<file path="src/rtl/apm_smi_pkg.sv">
package apm_smi_pkg;

  typedef enum logic [1:0] {
    CMD_NONE     = 2'd0,
    CMD_ACPI_ON  = 2'd1,
    CMD_ACPI_OFF = 2'd2,
    CMD_SMI      = 2'd3
  } apm_cmd_e;

  localparam logic [7:0] ACPI_ON_CODE  = 8'hF1;
  localparam logic [7:0] ACPI_OFF_CODE = 8'hF0;

  // Sort a command byte into the action it asks for.
  function automatic apm_cmd_e classify_cmd(input logic [7:0] code);
    if (code == ACPI_ON_CODE)       return CMD_ACPI_ON;
    else if (code == ACPI_OFF_CODE) return CMD_ACPI_OFF;
    else                            return CMD_SMI;
  endfunction

  // Reset image of one SMI-control byte. Only the SMI byte differs,
  // and only when SMM is absent (enable bit pre-set).
  function automatic logic [7:0] cfg_reset_byte(input int unsigned idx,
                                                input int unsigned smi_idx,
                                                input int unsigned smi_bit,
                                                input logic        smm_avail);
    logic [7:0] v;
    v = '0;
    if (idx == smi_idx && !smm_avail) v[smi_bit[2:0]] = 1'b1;
    return v;
  endfunction

endpackage

</file>
<file path="src/rtl/apm_cfg_bank.sv">
module apm_cfg_bank
  import apm_smi_pkg::*;
#(
  parameter int unsigned AW      = 8,
  parameter int unsigned BASE    = 'h58,
  parameter int unsigned COUNT   = 4,
  parameter int unsigned SMI_IDX = 3,
  parameter int unsigned SMI_BIT = 1
) (
  input  logic          clk,
  input  logic          rst_n,
  input  logic          smm_avail,
  input  logic          cfg_wr,
  input  logic          cfg_rd,
  input  logic [AW-1:0] cfg_addr,
  input  logic [7:0]    cfg_wdata,
  output logic [7:0]    cfg_rdata,
  output logic          smi_gate
);

  localparam int unsigned   IW      = (COUNT > 1) ? $clog2(COUNT) : 1;
  localparam logic [AW-1:0] BASE_A  = AW'(BASE);
  localparam logic [AW-1:0] COUNT_A = AW'(COUNT);

  logic [7:0]    bytes_q [COUNT];
  logic [AW-1:0] offset;
  logic          in_range;
  logic [IW-1:0] idx;

  assign offset   = cfg_addr - BASE_A;
  assign in_range = (cfg_addr >= BASE_A) && (offset < COUNT_A);
  assign idx      = offset[IW-1:0];

  for (genvar g = 0; g < COUNT; g++) begin : g_byte
    always_ff @(posedge clk) begin
      if (!rst_n)
        bytes_q[g] <= cfg_reset_byte(g, SMI_IDX, SMI_BIT, smm_avail);
      else if (cfg_wr && in_range && idx == IW'(g))
        bytes_q[g] <= cfg_wdata;
    end
  end

  always_ff @(posedge clk) begin
    if (!rst_n)
      cfg_rdata <= '0;
    else if (cfg_rd)
      cfg_rdata <= in_range ? bytes_q[idx] : 8'h00;
  end

  assign smi_gate = bytes_q[SMI_IDX][SMI_BIT];

  AST_CFG_OOR_READ_ZERO: assert property (@(posedge clk) disable iff (!rst_n)
    (cfg_rd && !in_range) |=> (cfg_rdata == 8'h00));

  AST_CFG_RDATA_HOLD: assert property (@(posedge clk) disable iff (!rst_n)
    (!cfg_rd && !$past(!rst_n)) |=> $stable(cfg_rdata));

endmodule

</file>
<file path="src/rtl/apm_io_port.sv">
module apm_io_port #(
  parameter int unsigned AW       = 16,
  parameter int unsigned CMD_PORT = 'hB2,
  parameter int unsigned STS_PORT = 'hB3
) (
  input  logic          clk,
  input  logic          rst_n,
  input  logic          io_wr,
  input  logic          io_rd,
  input  logic [AW-1:0] io_addr,
  input  logic [7:0]    io_wdata,
  output logic [7:0]    io_rdata,
  output logic          cmd_stb,
  output logic [7:0]    cmd_byte
);

  localparam logic [AW-1:0] CMD_A = AW'(CMD_PORT);
  localparam logic [AW-1:0] STS_A = AW'(STS_PORT);

  logic [7:0] last_cmd_q;
  logic [7:0] status_q;
  logic       sel_cmd;
  logic       sel_sts;

  assign sel_cmd  = (io_addr == CMD_A);
  assign sel_sts  = (io_addr == STS_A);
  assign cmd_stb  = io_wr && sel_cmd;
  assign cmd_byte = io_wdata;

  always_ff @(posedge clk) begin
    if (!rst_n) begin
      last_cmd_q <= '0;
      status_q   <= '0;
    end else if (io_wr) begin
      if (sel_cmd) last_cmd_q <= io_wdata;
      if (sel_sts) status_q   <= io_wdata;
    end
  end

  always_ff @(posedge clk) begin
    if (!rst_n)
      io_rdata <= '0;
    else if (io_rd)
      io_rdata <= sel_cmd ? last_cmd_q : (sel_sts ? status_q : 8'h00);
  end

  AST_IO_OTHER_READ_ZERO: assert property (@(posedge clk) disable iff (!rst_n)
    (io_rd && !sel_cmd && !sel_sts) |=> (io_rdata == 8'h00));

endmodule

</file>
<file path="src/rtl/apm_cmd_engine.sv">
module apm_cmd_engine
  import apm_smi_pkg::*;
(
  input  logic       clk,
  input  logic       rst_n,
  input  logic       cmd_stb,
  input  logic [7:0] cmd_byte,
  input  logic       smi_gate,
  output apm_cmd_e   cmd_kind,
  output logic       sci_en,
  output logic       smi_pulse
);

  logic is_acpi_code;

  assign cmd_kind     = cmd_stb ? classify_cmd(cmd_byte) : CMD_NONE;
  assign is_acpi_code = (cmd_byte == ACPI_ON_CODE) || (cmd_byte == ACPI_OFF_CODE);

  always_ff @(posedge clk) begin
    if (!rst_n) begin
      sci_en    <= 1'b0;
      smi_pulse <= 1'b0;
    end else begin
      smi_pulse <= (cmd_kind == CMD_SMI) && smi_gate;
      case (cmd_kind)
        CMD_ACPI_ON:  sci_en <= 1'b1;
        CMD_ACPI_OFF: sci_en <= 1'b0;
        default:      sci_en <= sci_en;
      endcase
    end
  end

  AST_ACPI_ON_SETS: assert property (@(posedge clk) disable iff (!rst_n)
    (cmd_stb && cmd_byte == 8'hF1) |=> sci_en);

  AST_ACPI_OFF_CLEARS: assert property (@(posedge clk) disable iff (!rst_n)
    (cmd_stb && cmd_byte == 8'hF0) |=> !sci_en);

  AST_ACPI_NO_SMI: assert property (@(posedge clk) disable iff (!rst_n)
    (cmd_stb && is_acpi_code) |=> !smi_pulse);

  AST_SMI_FIRES: assert property (@(posedge clk) disable iff (!rst_n)
    (cmd_stb && !is_acpi_code && smi_gate) |=> smi_pulse);

  AST_SMI_NEEDS_GATE: assert property (@(posedge clk) disable iff (!rst_n)
    !(cmd_stb && smi_gate) |=> !smi_pulse);

  AST_SCI_ONLY_BY_CODE: assert property (@(posedge clk) disable iff (!rst_n)
    (!(cmd_stb && is_acpi_code) && !$past(!rst_n)) |=> $stable(sci_en));

endmodule

</file>
<file path="src/rtl/apm_smi_port.sv">
module apm_smi_port
  import apm_smi_pkg::*;
#(
  parameter int unsigned IO_AW    = 16,
  parameter int unsigned CFG_AW   = 8,
  parameter int unsigned CMD_PORT = 'hB2,
  parameter int unsigned STS_PORT = 'hB3,
  parameter int unsigned CFG_BASE = 'h58,
  parameter int unsigned CFG_CNT  = 4,
  parameter int unsigned SMI_IDX  = 3,
  parameter int unsigned SMI_BIT  = 1,
  parameter int unsigned PM1_W    = 16,
  parameter int unsigned SCI_BIT  = 0
) (
  input  logic              clk,
  input  logic              rst_n,
  input  logic              smm_avail,
  input  logic              io_wr,
  input  logic              io_rd,
  input  logic [IO_AW-1:0]  io_addr,
  input  logic [7:0]        io_wdata,
  output logic [7:0]        io_rdata,
  input  logic              cfg_wr,
  input  logic              cfg_rd,
  input  logic [CFG_AW-1:0] cfg_addr,
  input  logic [7:0]        cfg_wdata,
  output logic [7:0]        cfg_rdata,
  output logic [PM1_W-1:0]  pm1_ctrl,
  output logic              smi_pulse
);

  localparam logic [IO_AW-1:0] CMD_A = IO_AW'(CMD_PORT);

  logic       cmd_stb;
  logic [7:0] cmd_byte;
  logic       smi_gate;
  logic       sci_en;
  apm_cmd_e   cmd_kind;

  apm_io_port #(
    .AW(IO_AW), .CMD_PORT(CMD_PORT), .STS_PORT(STS_PORT)
  ) u_io (
    .clk(clk), .rst_n(rst_n),
    .io_wr(io_wr), .io_rd(io_rd), .io_addr(io_addr), .io_wdata(io_wdata),
    .io_rdata(io_rdata), .cmd_stb(cmd_stb), .cmd_byte(cmd_byte)
  );

  apm_cfg_bank #(
    .AW(CFG_AW), .BASE(CFG_BASE), .COUNT(CFG_CNT),
    .SMI_IDX(SMI_IDX), .SMI_BIT(SMI_BIT)
  ) u_cfg (
    .clk(clk), .rst_n(rst_n), .smm_avail(smm_avail),
    .cfg_wr(cfg_wr), .cfg_rd(cfg_rd), .cfg_addr(cfg_addr),
    .cfg_wdata(cfg_wdata), .cfg_rdata(cfg_rdata), .smi_gate(smi_gate)
  );

  apm_cmd_engine u_eng (
    .clk(clk), .rst_n(rst_n),
    .cmd_stb(cmd_stb), .cmd_byte(cmd_byte), .smi_gate(smi_gate),
    .cmd_kind(cmd_kind), .sci_en(sci_en), .smi_pulse(smi_pulse)
  );

  always_comb begin
    pm1_ctrl          = '0;
    pm1_ctrl[SCI_BIT] = sci_en;
  end

  AST_FOREIGN_PORT_NO_SMI: assert property (@(posedge clk) disable iff (!rst_n)
    (io_wr && io_addr != CMD_A) |=> !smi_pulse);

  AST_NO_KIND_WITHOUT_STB: assert property (@(posedge clk) disable iff (!rst_n)
    (!io_wr) |-> (cmd_kind == CMD_NONE));

endmodule

</file>
<file path="config.mk">
export PLATFORM = sky130hd
export DESIGN_NAME = apm_smi_port
export DESIGN_NICKNAME = d
export VERILOG_FILES = /design/src/rtl/apm_smi_pkg.sv /design/src/rtl/apm_cfg_bank.sv /design/src/rtl/apm_io_port.sv /design/src/rtl/apm_cmd_engine.sv /design/src/rtl/apm_smi_port.sv
export SDC_FILE = /design/constraint.sdc
export NUM_CORES = 1
export LEC_CHECK = 0
export ABC_AREA = 1
export BUFFER_PORTS_ARGS = -buffer_cell sky130_fd_sc_hd__buf_2
export CAP_MARGIN = 30
export CELL_PAD_IN_SITES_DETAIL_PLACEMENT = 0
export CELL_PAD_IN_SITES_GLOBAL_PLACEMENT = 2
export CORE_UTILIZATION = 34
export CTS_CLUSTER_SIZE = 16
export DETAILED_ROUTE_END_ITERATION = 10
export PLACE_DENSITY = 0.84
export SLEW_MARGIN = 20
export SYNTH_ARGS = -nofsm -noshare
export SYNTH_HDL_FRONTEND = slang
export SYNTH_SLANG_ARGS = --single-unit
</file>
<file path="constraint.sdc">
create_clock -name clk -period 2.2 [get_ports clk]
set_input_delay 0 -clock clk [delete_from_list [all_inputs] [get_ports clk]]
set_output_delay 0 -clock clk [all_outputs]
set_load 0.02 [all_outputs]
</file>
* After elaboration in Yosys (flattened, before gate mapping)
Memory sizes are Yosys's and may differ from the RTL's. Index checks and enable logic that the tools add are counted.
Storage, ports and cells: bits in registers 34, bits in writable memories 32, input port bits 47, logic and storage cells 62, memories 1
Cells by class: $add $sub $neg 1, order comparisons 2, equality and inequality tests 10, multiplexer cells 26, bitwise gates (word level) 4, reduce and logical (&&, ||, !) cells 12
Memories:
- u_cfg.bytes_q | depth 4, width 8, rd ports 2, clocked after Yosys merged registers in 0, wr ports 4, RTL line apm_cfg_bank.sv:25 | logic [7:0] bytes_q [COUNT];
Operators with widths (number):
- $mux 8 | 7
- $eq 16x8->1 const B | 2
- $eq 8x8->1 const B | 2
- $mux 1 | 16
- $eq 2x2->1 const B | 4
- $ge 8x7->1 const B | 1
- $logic_and 1x1->1 | 8
- $lt 8x3->1 const B | 1
- $sub 8x7->8 const B | 1
- $eq 2x1->1 const B | 2
- $mux 2 | 2
- $or 1x1->1 | 4
- $reduce_and 2->1 | 2
- $logic_not 2->1 | 1
- $pmux 1 s2 | 1
- $reduce_bool 2->1 | 1

* Logic depth before layout (Yosys ltp)
Gate-level depths: netlist (run 1).
word-level depth 9, gate-level depth with buffers 10, depth with buffers taken out 10

* By module
Synthesis (run 1) repeated with hierarchy kept, for this count alone.
Second synthesis, totals: cell total of the unflattened synthesis 415, area, all modules 3365.7 um2
Modules (own cells, without submodules):
- apm_cfg_bank | times used 1, cells an instance 193, area each 1873.0 um2, seq. area each 1121.1 um2
- apm_io_port | times used 1, cells an instance 175, area each 1199.9 um2, seq. area each 480.5 um2
- apm_cmd_engine | times used 1, cells an instance 30, area each 168.9 um2, seq. area each 40.0 um2
- apm_smi_port | times used 1, cells an instance 17, area each 123.9 um2, seq. area each 0.0 um2

* Worst setup path before layout (run 1)
No wires, ideal clock.
kind in2reg, start point input port cfg_addr[3], end point memory u_cfg.bytes_q[0][0] (enable), data arrival time 1066 ps, path slack 805 ps, cell stages on the path 8, path through ha_1 > inv_1 > nand3_1 > nor2_2 > nand3_2 > nor2_8 > nand2_1 > nand2_1
RTL lines:
- from (decl) | RTL line apm_smi_port.sv:25 | input logic [CFG_AW-1:0] cfg_addr,
- to (decl) | RTL line apm_cfg_bank.sv:25

* Final worst setup path (run 1)
start point input port io_wdata[7], end point register u_eng.sci_en
On the way: cells in the longest elaborated chain, start to end 6, elaborated cells between the ends (all ways) 9, those cells by class eq/ne: 4; mux: 4; reduce/logical: 1
RTL lines:
- from (decl) | RTL line apm_smi_port.sv:21 | input logic [7:0] io_wdata,
- $eq 8x8->1 | RTL line apm_smi_pkg.sv:16 | else if (code == ACPI_OFF_CODE) return CMD_ACPI_OFF;
- $mux 1 | RTL line apm_smi_pkg.sv:16
- $mux 2 (*) | RTL line apm_smi_pkg.sv:15 | if (code == ACPI_ON_CODE) return CMD_ACPI_ON;
- $mux 2 (*) | RTL line apm_cmd_engine.sv:16 | assign cmd_kind = cmd_stb ? classify_cmd(cmd_byte) : CMD_NONE;
- $eq 2x2->1 or $eq 2x1->1 (tied branches) | RTL line apm_cmd_engine.sv:25 | case (cmd_kind)
- $pmux 1 s2 or $reduce_bool 2->1 (tied branches)
- to (signal assigned) | RTL line apm_cmd_engine.sv:28 | default: sci_en <= sci_en;
- to (decl) | RTL line apm_cmd_engine.sv:10 | output logic sci_en,
Mark *: on every way between the ends. The rest lies on a longest branch, timed or not. A chain may end at the register's enable or synchronous reset.

==> results.cfg, run 1 <==
[detailed_routing]
ant_nets = 0
post_drt_wl_per_cell_um = 12.80
first_iter_violations = 159
drt-pass1-iter-count = 4
drt-vias-per-instance = 4.648
drc_errors = 0
route.final.wire_length_um = 7665
num_vias = 2784

[floorplan]
design.die.area_sq_mm = 0.01033
die-height_um = 101.6
initial_standard_cell_utilization_of_the_core_pct = 34.86
die_w_um = 101.6
placeableCoreArea_sq_mm = 0.009684
rows = 36
num_io_pins = 80

[logic_synthesis]
synth_area_per_cell_sq_um = 8.700
synth_top_cells_by_area = sky130_fd_sc_hd__edfxtp_1, sky130_fd_sc_hd__dfxtp_1, sky130_fd_sc_hd__nand2_1
async_reset_ff_share_pct = 0
synth_enable_flop_cells = 32
synth_area_sq_mm = 0.003376
postSynth.topFlopCell = sky130_fd_sc_hd__dfxtp_1
synthMostInstantiatedCell = sky130_fd_sc_hd__nand2_1
count_of_state_elements_after_synthesis = 66
synth_top_area_share_pct = 28.47
syn-instance-count = 388
synthDominantAreaCellType = sky130_fd_sc_hd__edfxtp_1
ys.warnings.count = 0
synthTopCellsByCount = sky130_fd_sc_hd__nand2_1, sky130_fd_sc_hd__nor2_1, sky130_fd_sc_hd__nand4_1, sky130_fd_sc_hd__dfxtp_1, sky130_fd_sc_hd__edfxtp_1
yosysUniqueCellTypes = 29
share_of_synthesized_area_occupied_by_flip_flops_and_latches_pct = 48.63

[clocking]
postCtsResizedCells = 0
clk_path_buf_depth = 2
cts_made_buffers = 9
tritoncts_num_sinks = 66
cts_tree = yes
clkSlewWorstSetupHoldPaths_ns = 0.07
cts-root-buf = sky130_fd_sc_hd__clkbuf_8
h-tree-depth = 3
worstSkewPairLatency_ns = 0.34

[critical_path]
timing.critical_path.required_ns = 2.41
timing.reg2reg.worst_path_depth = 4
crit_cells = 9
critical_path_buf_inv_count = 2
critical_path.endpoint = u_eng.sci_en$_SDFFE_PN0P_
timing.critical_path.slowest_stage_cell = sky130_fd_sc_hd__dlygate4sd3_1
r2r_start = u_cfg.bytes_q[3][1]$_DFFE_PP_
timing.critical_path.fanout_max = 3
crit_path_start_kind = input port
critPathMostFrequentCell = sky130_fd_sc_hd__nor2_1
slowest_delay_ns = 0.52
class_of_the_most_critical_setup_path = input port to flop
cp-startpoint = io_wdata[7]
critical_path_arrival_ns = 1.82
cp_top_family = buffers and inverters
crit-reg2reg-capture = u_cfg.cfg_rdata[1]$_SDFFE_PN0P_
r2r_setup_slack_ns = 1.31
endpoint_type_of_the_worst_setup_path = flop
path_cells = dlygate4sd3_1, buf_2, nand4_1, nor3_1, a31oi_1, ha_1, nor2_1, a21oi_1, nor2_1

[power_and_ir_drop]
power.density_mw_per_mm2 = 700.5
ir_drop_uv = 343.6
leakage_nw = 1.733

[placement]
dp_hpwl_um = 5314
gp_congestion = 0.7655
portBuffers = 64
post-place-cells = 572

[grt]
grt.overflow.total = 0
met3_usage_pct = 2.553
first_global_vias = 2456
gr-max-usage-layer = met1
grt_first_pass_wirelength_um = 12140
global_route.usage.met2_pct = 22.09
grt_util_all_layers_pct = 15.32
grt_use_met1_pct = 22.30
grt_antenna_before_repair = 0
grt_start_max_net_pins = 27

[timing]
timing_worst_slew_pin_value_ns = 0.7345
fin_worst_skew_ns = 0.01115
final.period_utilization_pct = 73.02
worst_slew_margin_rel_pct = 50.73
maxSlewViolCount = 0
post-route-min-period_ns = 1.607
max_clock_freq_ghz = 0.6225
grt_setup_unrepaired = no
fin_tns_setup_ns = 0
finalSetupViolations = 0
final-hold-violation-count = 0

[cells_and_area]
final-instance-count-excl-fill = 599
finalNetCount = 511
antennaDiodeCount = 0
areaGrowthSynthToFinish_pct = 20.83
final_layout_size_suffix_gt1_share_pct = 24.89

[outcome]
outcome = completed

[run]
max_cap_viols = 0

[min_path]
hold_class = input port to flop
[worst min-delay path: stages]
cell	delay, ns
sky130_fd_sc_hd__buf_2	0.07
sky130_fd_sc_hd__inv_1	0.07
sky130_fd_sc_hd__nor2_1	0.10
[flip-flops by register name, indices dropped and copies added (netlist names)]
| register | flops |
|---|---|
| u_io.io_rdata | 8 |
| u_io.last_cmd_q | 8 |
| u_cfg.cfg_rdata | 8 |
| u_io.status_q | 8 |
| u_eng.smi_pulse | 1 |
| u_cfg.bytes_q | 32 |
| u_eng.sci_en | 1 |
[routing by layer]
| layer | part of all wire (%) | routed length [um] |
|---|---|---|
| met1 | 49 | 3754 |
| met4 | 1.4 | 106 |
| met2 | 43 | 3312 |
| met5 | 0 | 0 |
| met3 | 6.4 | 492 |
[cell usage in the layout (no fill, tap or decap)]
| cell type | count |
|---|---|
| sky130_fd_sc_hd__nand2_2 | 3 |
| sky130_fd_sc_hd__inv_1 | 31 |
| sky130_fd_sc_hd__conb_1 | 15 |
| sky130_fd_sc_hd__nor2_1 | 55 |
| sky130_fd_sc_hd__dfxtp_1 | 34 |
| sky130_fd_sc_hd__nand2_1 | 84 |
| sky130_fd_sc_hd__a31oi_1 | 1 |
| sky130_fd_sc_hd__clkbuf_1 | 2 |
| sky130_fd_sc_hd__clkinv_4 | 1 |
| sky130_fd_sc_hd__nand3_2 | 3 |
| sky130_fd_sc_hd__nand4_1 | 44 |
| sky130_fd_sc_hd__nor2_8 | 2 |
| sky130_fd_sc_hd__nand3_1 | 9 |
| sky130_fd_sc_hd__nand4_2 | 1 |
| sky130_fd_sc_hd__edfxtp_1 | 32 |
| sky130_fd_sc_hd__ha_1 | 3 |
| sky130_fd_sc_hd__bufinv_16 | 3 |
| sky130_fd_sc_hd__o21ai_0 | 8 |
| sky130_fd_sc_hd__a21oi_1 | 17 |
| sky130_fd_sc_hd__nor3_1 | 1 |
| sky130_fd_sc_hd__a21oi_2 | 9 |
| sky130_fd_sc_hd__dlygate4sd3_1 | 11 |
| sky130_fd_sc_hd__buf_4 | 2 |
| sky130_fd_sc_hd__nor2_4 | 6 |
| sky130_fd_sc_hd__clkinv_1 | 3 |
| sky130_fd_sc_hd__clkbuf_8 | 9 |
| sky130_fd_sc_hd__inv_2 | 3 |
| sky130_fd_sc_hd__nor2_2 | 4 |
| sky130_fd_sc_hd__buf_2 | 64 |
| sky130_fd_sc_hd__nor3_4 | 1 |
| sky130_fd_sc_hd__nand4_4 | 2 |
| sky130_fd_sc_hd__nand3_4 | 3 |
[power breakdown]
| part | switching [mW] | internal (mW) |
|---|---|---|
| clock | 0.465 | 0.753 |
| combinational | 0.201 | 0.0938 |
| sequential | 0.0147 | 1.33 |
[repair_timing]
item,4_1_cts,5_1_grt
hold endpoints to repair,22,0
buffers inserted,0,0
hold buffers,11,0
[how the worst min path moves through the flow]
| stage | startpoint | to | slack, ns | cells after the start |
|---|---|---|---|---|
| after floorplan | io_wdata[0] | u_io.last_cmd_q[0]$_SDFFE_PN0P_ | 0.17 | 2 |
| after global placement | io_wdata[6] | u_io.status_q[6]$_SDFFE_PN0P_ | 0.30 | 3 |
| after detailed placement | io_wdata[7] | u_io.status_q[7]$_SDFFE_PN0P_ | 0.32 | 3 |
| after CTS | cfg_wdata[0] | u_cfg.bytes_q[0][0]$_SDFFCE_PN0P_ | 0.001 | 3 |
| after global routing | cfg_wdata[0] | u_cfg.bytes_q[0][0]$_SDFFCE_PN0P_ | 0.02 | 3 |
| final | cfg_wdata[0] | u_cfg.bytes_q[1][0]$_SDFFCE_PN0P_ | 0.01 | 3 |
[cell type report]
class / count / area, sq um
well taps: 133 / 166.4
flip-flops and latches: 66 / 1642
fillers: 987 / 5605
inverters: 36 / 135.1
repair buffers: 77 / 445.4
clock buffers: 11 / 131.4
clock inverters: 5 / 102.6
multi-input cells: 271 / 1456
[kinds of logic (layout without fill, tap and decap cells)]
logic type,after synthesis,after routing,synth area share [%]
compound gates,35,35,6.227
fa+ha+maj,3,3,1.112
buf+inv,65,129,9.785
flops,66,66,48.63
simple gates,218,218,34.14
other cells,1,15,0.1111
[through the flow]
stage,cell area (sq um),total power [mW],hold slack (ns),setup slack (ns),util [%]
4_1_cts,4079,2.879,0.001039,0.5937,42.12
5_1_grt,4079,2.973,0.01927,0.4592,42.12
2_1_floorplan,3428,1.568,0.1744,0.8049,-
3_3_place_gp,3735,1.651,0.3032,0.4752,38.57
6_report,4079,2.857,0.01278,0.5935,42.12
3_5_place_dp,3735,1.654,0.3167,0.4646,38.57
No activity file was read; power rests on OpenSTA's default activity.
==> run 2: changes to the inputs <==
--- a/config.mk
+++ b/config.mk
@@ -10,10 +10,10 @@
 export CAP_MARGIN = 30
 export CELL_PAD_IN_SITES_DETAIL_PLACEMENT = 0
 export CELL_PAD_IN_SITES_GLOBAL_PLACEMENT = 2
-export CORE_UTILIZATION = 34
+export CORE_UTILIZATION = 31
 export CTS_CLUSTER_SIZE = 16
 export DETAILED_ROUTE_END_ITERATION = 10
-export PLACE_DENSITY = 0.84
+export PLACE_DENSITY = 0.77
 export SLEW_MARGIN = 20
 export SYNTH_ARGS = -nofsm -noshare
 export SYNTH_HDL_FRONTEND = slang
==> constraint.sdc (replaced) <==
create_clock -name clk -period 1.7 [get_ports clk]
set_input_delay 0 -clock clk [delete_from_list [all_inputs] [get_ports clk]]
set_output_delay 0 -clock clk [all_outputs]
set_load 0.02 [all_outputs]
==> run 2 against run 1 <==
  * Sequential share of layout area grew 0.63 points
  * Register-to-register slack lost 0.55 ns
  * Sequential cell count is the same
  * Setup slack lost 0.45 ns
  * Routed wire length grew 9.8%
  * Via count shrank 0.18%
  * Critical endpoint unchanged
  * Largest power group unchanged
==> results.cfg, run 2 (synthesized netlist as in run 1, its figures left out) <==
[outcome]
outcome = completed

[clocking]
postCtsSetupRepairBufs = 0
tritoncts_num_sinks = 66
clkSlewWorstSetupHoldPaths_ns = 0.07
clk_path_buf_depth = 2
cts_made_buffers = 9
h-tree-depth = 3
cts_tree = yes
worstSkewPairLatency_ns = 0.34
cts-root-buf = sky130_fd_sc_hd__clkbuf_8

[cells_and_area]
fillCellCount = 1107
multiInputGateArea_sq_mm = 0.001456
final-instance-count-excl-fill = 605
areaGrowthSynthToFinish_pct = 18.98
largest_register_ffs = 32
finalNetCount = 514
final_common_cell = sky130_fd_sc_hd__nand2_1
register_name_with_the_most_flops = u_cfg.bytes_q
seqCellArea_sq_mm = 0.001642
mostFrequentLayoutCells = sky130_fd_sc_hd__nand2_1, sky130_fd_sc_hd__buf_2, sky130_fd_sc_hd__nor2_1, sky130_fd_sc_hd__nand4_1, sky130_fd_sc_hd__dfxtp_1
antennaDiodeCount = 0
post-route-util_pct = 38.39
final_layout_size_suffix_gt1_share_pct = 25.59
final_design_area_no_fill_sq_mm = 0.004016

[critical_path]
path_cells = dlygate4sd3_1, buf_2, nand4_1, nor3_1, a31oi_1, ha_1, nor2_1, a21oi_1, nor2_1
timing.critical_path.fanout_max = 3
critPathMostFrequentCell = sky130_fd_sc_hd__nor2_1
crit_path_start_kind = input port
timing.critical_path.slowest_stage_cell = sky130_fd_sc_hd__dlygate4sd3_1
timing.reg2reg.worst_path_depth = 4
cp-startpoint = io_wdata[5]
slowest_delay_ns = 0.56
endpoint_type_of_the_worst_setup_path = flop
crit-reg2reg-capture = u_cfg.cfg_rdata[1]$_SDFFE_PN0P_
r2r_setup_slack_ns = 0.76
timing.critical_path.required_ns = 1.92
critical_path_arrival_ns = 1.78
class_of_the_most_critical_setup_path = input port to flop
r2r_start = u_cfg.bytes_q[3][1]$_DFFE_PP_

[floorplan]
design.die.area_sq_mm = 0.01131
die-height_um = 106.4
initial_standard_cell_utilization_of_the_core_pct = 32.27
num_io_pins = 80
die_w_um = 106.4
rows = 37
placeableCoreArea_sq_mm = 0.01046

[timing]
hold-worst-slack_ns = 0.01876
final.period_utilization_pct = 91.52
layout_setup_ws_ns = 0.1441
fin_tns_setup_ns = 0
grt_setup_unrepaired = no
final-hold-violation-count = 0
maxSlewViolCount = 0
finalSetupViolations = 0
post-route-min-period_ns = 1.556
fin_worst_skew_ns = 0.007640
max_clock_freq_ghz = 0.6427

[power_and_ir_drop]
fin_total_pwr_mw = 3.206
power.density_mw_per_mm2 = 798.3
leakage_nw = 1.715
ir_drop_uv = 266.4

[detailed_routing]
route.final.wire_length_um = 8415
ant_nets = 0
route.layer.met1.wl_um = 4102
drt-vias-per-instance = 4.593
met2_length_um = 3650
drt-pass1-iter-count = 4
first_iter_violations = 156
met3RoutedLength_um = 551
top_layer = met4
num_vias = 2779
post_drt_wl_per_cell_um = 13.91
drc_errors = 0

[placement]
dp_worst_setup_slack_ns = 0.02069
post-place-cells = 581
gp_congestion = 0.7751
placement.cell_area_sq_mm = 0.003784
portBuffers = 64
dp_hpwl_um = 6074

[min_path]
hold_class = input port to flop
min-delay-start = rst_n
worst_hold_path.endpoint = u_cfg.cfg_rdata[7]$_SDFFE_PN0P_
whs_path_depth = 3

[grt]
grt.overflow.total = 0
grt_first_pass_wirelength_um = 13400
grt_start_max_net_pins = 19
grt_util_all_layers_pct = 15.78
first_global_vias = 2582
grt_antenna_before_repair = 0

[run]
max_cap_viols = 0
==> run 2: final cells by class <==
class | count | area share, %
Clock buffer | 11 | 3.271
Clock inverter | 5 | 0.5296
Sequential cell | 66 | 40.87
Timing Repair Buffer | 80 | 11.46
Tap cell | 136 | 4.237
Inverter | 36 | 3.364
Multi-Input combinational cell | 271 | 36.26
==> run 2: repair_timing <==
item	4_1_cts	5_1_grt
hold buffers	8	0
gates resized for setup	0	0
hold endpoints to repair	15	0
==> run 2: worst max-delay path: cells and delay by family <==
family | cells | cell delay, ns
fa+ha+maj | 1 | 0.31
compound gates | 2 | 0.28
buf+inv | 2 | 0.70
simple gates | 4 | 0.48
==> run 2: worst max path at each step <==
stage,endpoint
finish,u_eng.sci_en$_SDFFE_PN0P_
global placement,u_cfg.bytes_q[3][3]$_SDFFCE_PN0P_
detailed placement,u_cfg.bytes_q[0][3]$_SDFFCE_PN0P_
floorplan,u_cfg.bytes_q[0][0]$_SDFFCE_PN0P_
global route,u_eng.sci_en$_SDFFE_PN0P_
CTS,u_eng.sci_en$_SDFFE_PN0P_
==> run 2: where the power goes <==
part	switching (mW)	internal [mW]	leakage, nW
sequential	0.0223	1.72	0.581
clock	0.562	0.510	0.0796
combinational	0.265	0.124	1.05
==> run 2: layer usage <==
layer | up-vias | GRT usage (%)
li1 | 1428 | -
met1 | 1232 | 22.06
met2 | 112 | 23.70
met3 | 7 | 3.433
met4 | 0 | 5.952
met5 | - | 0
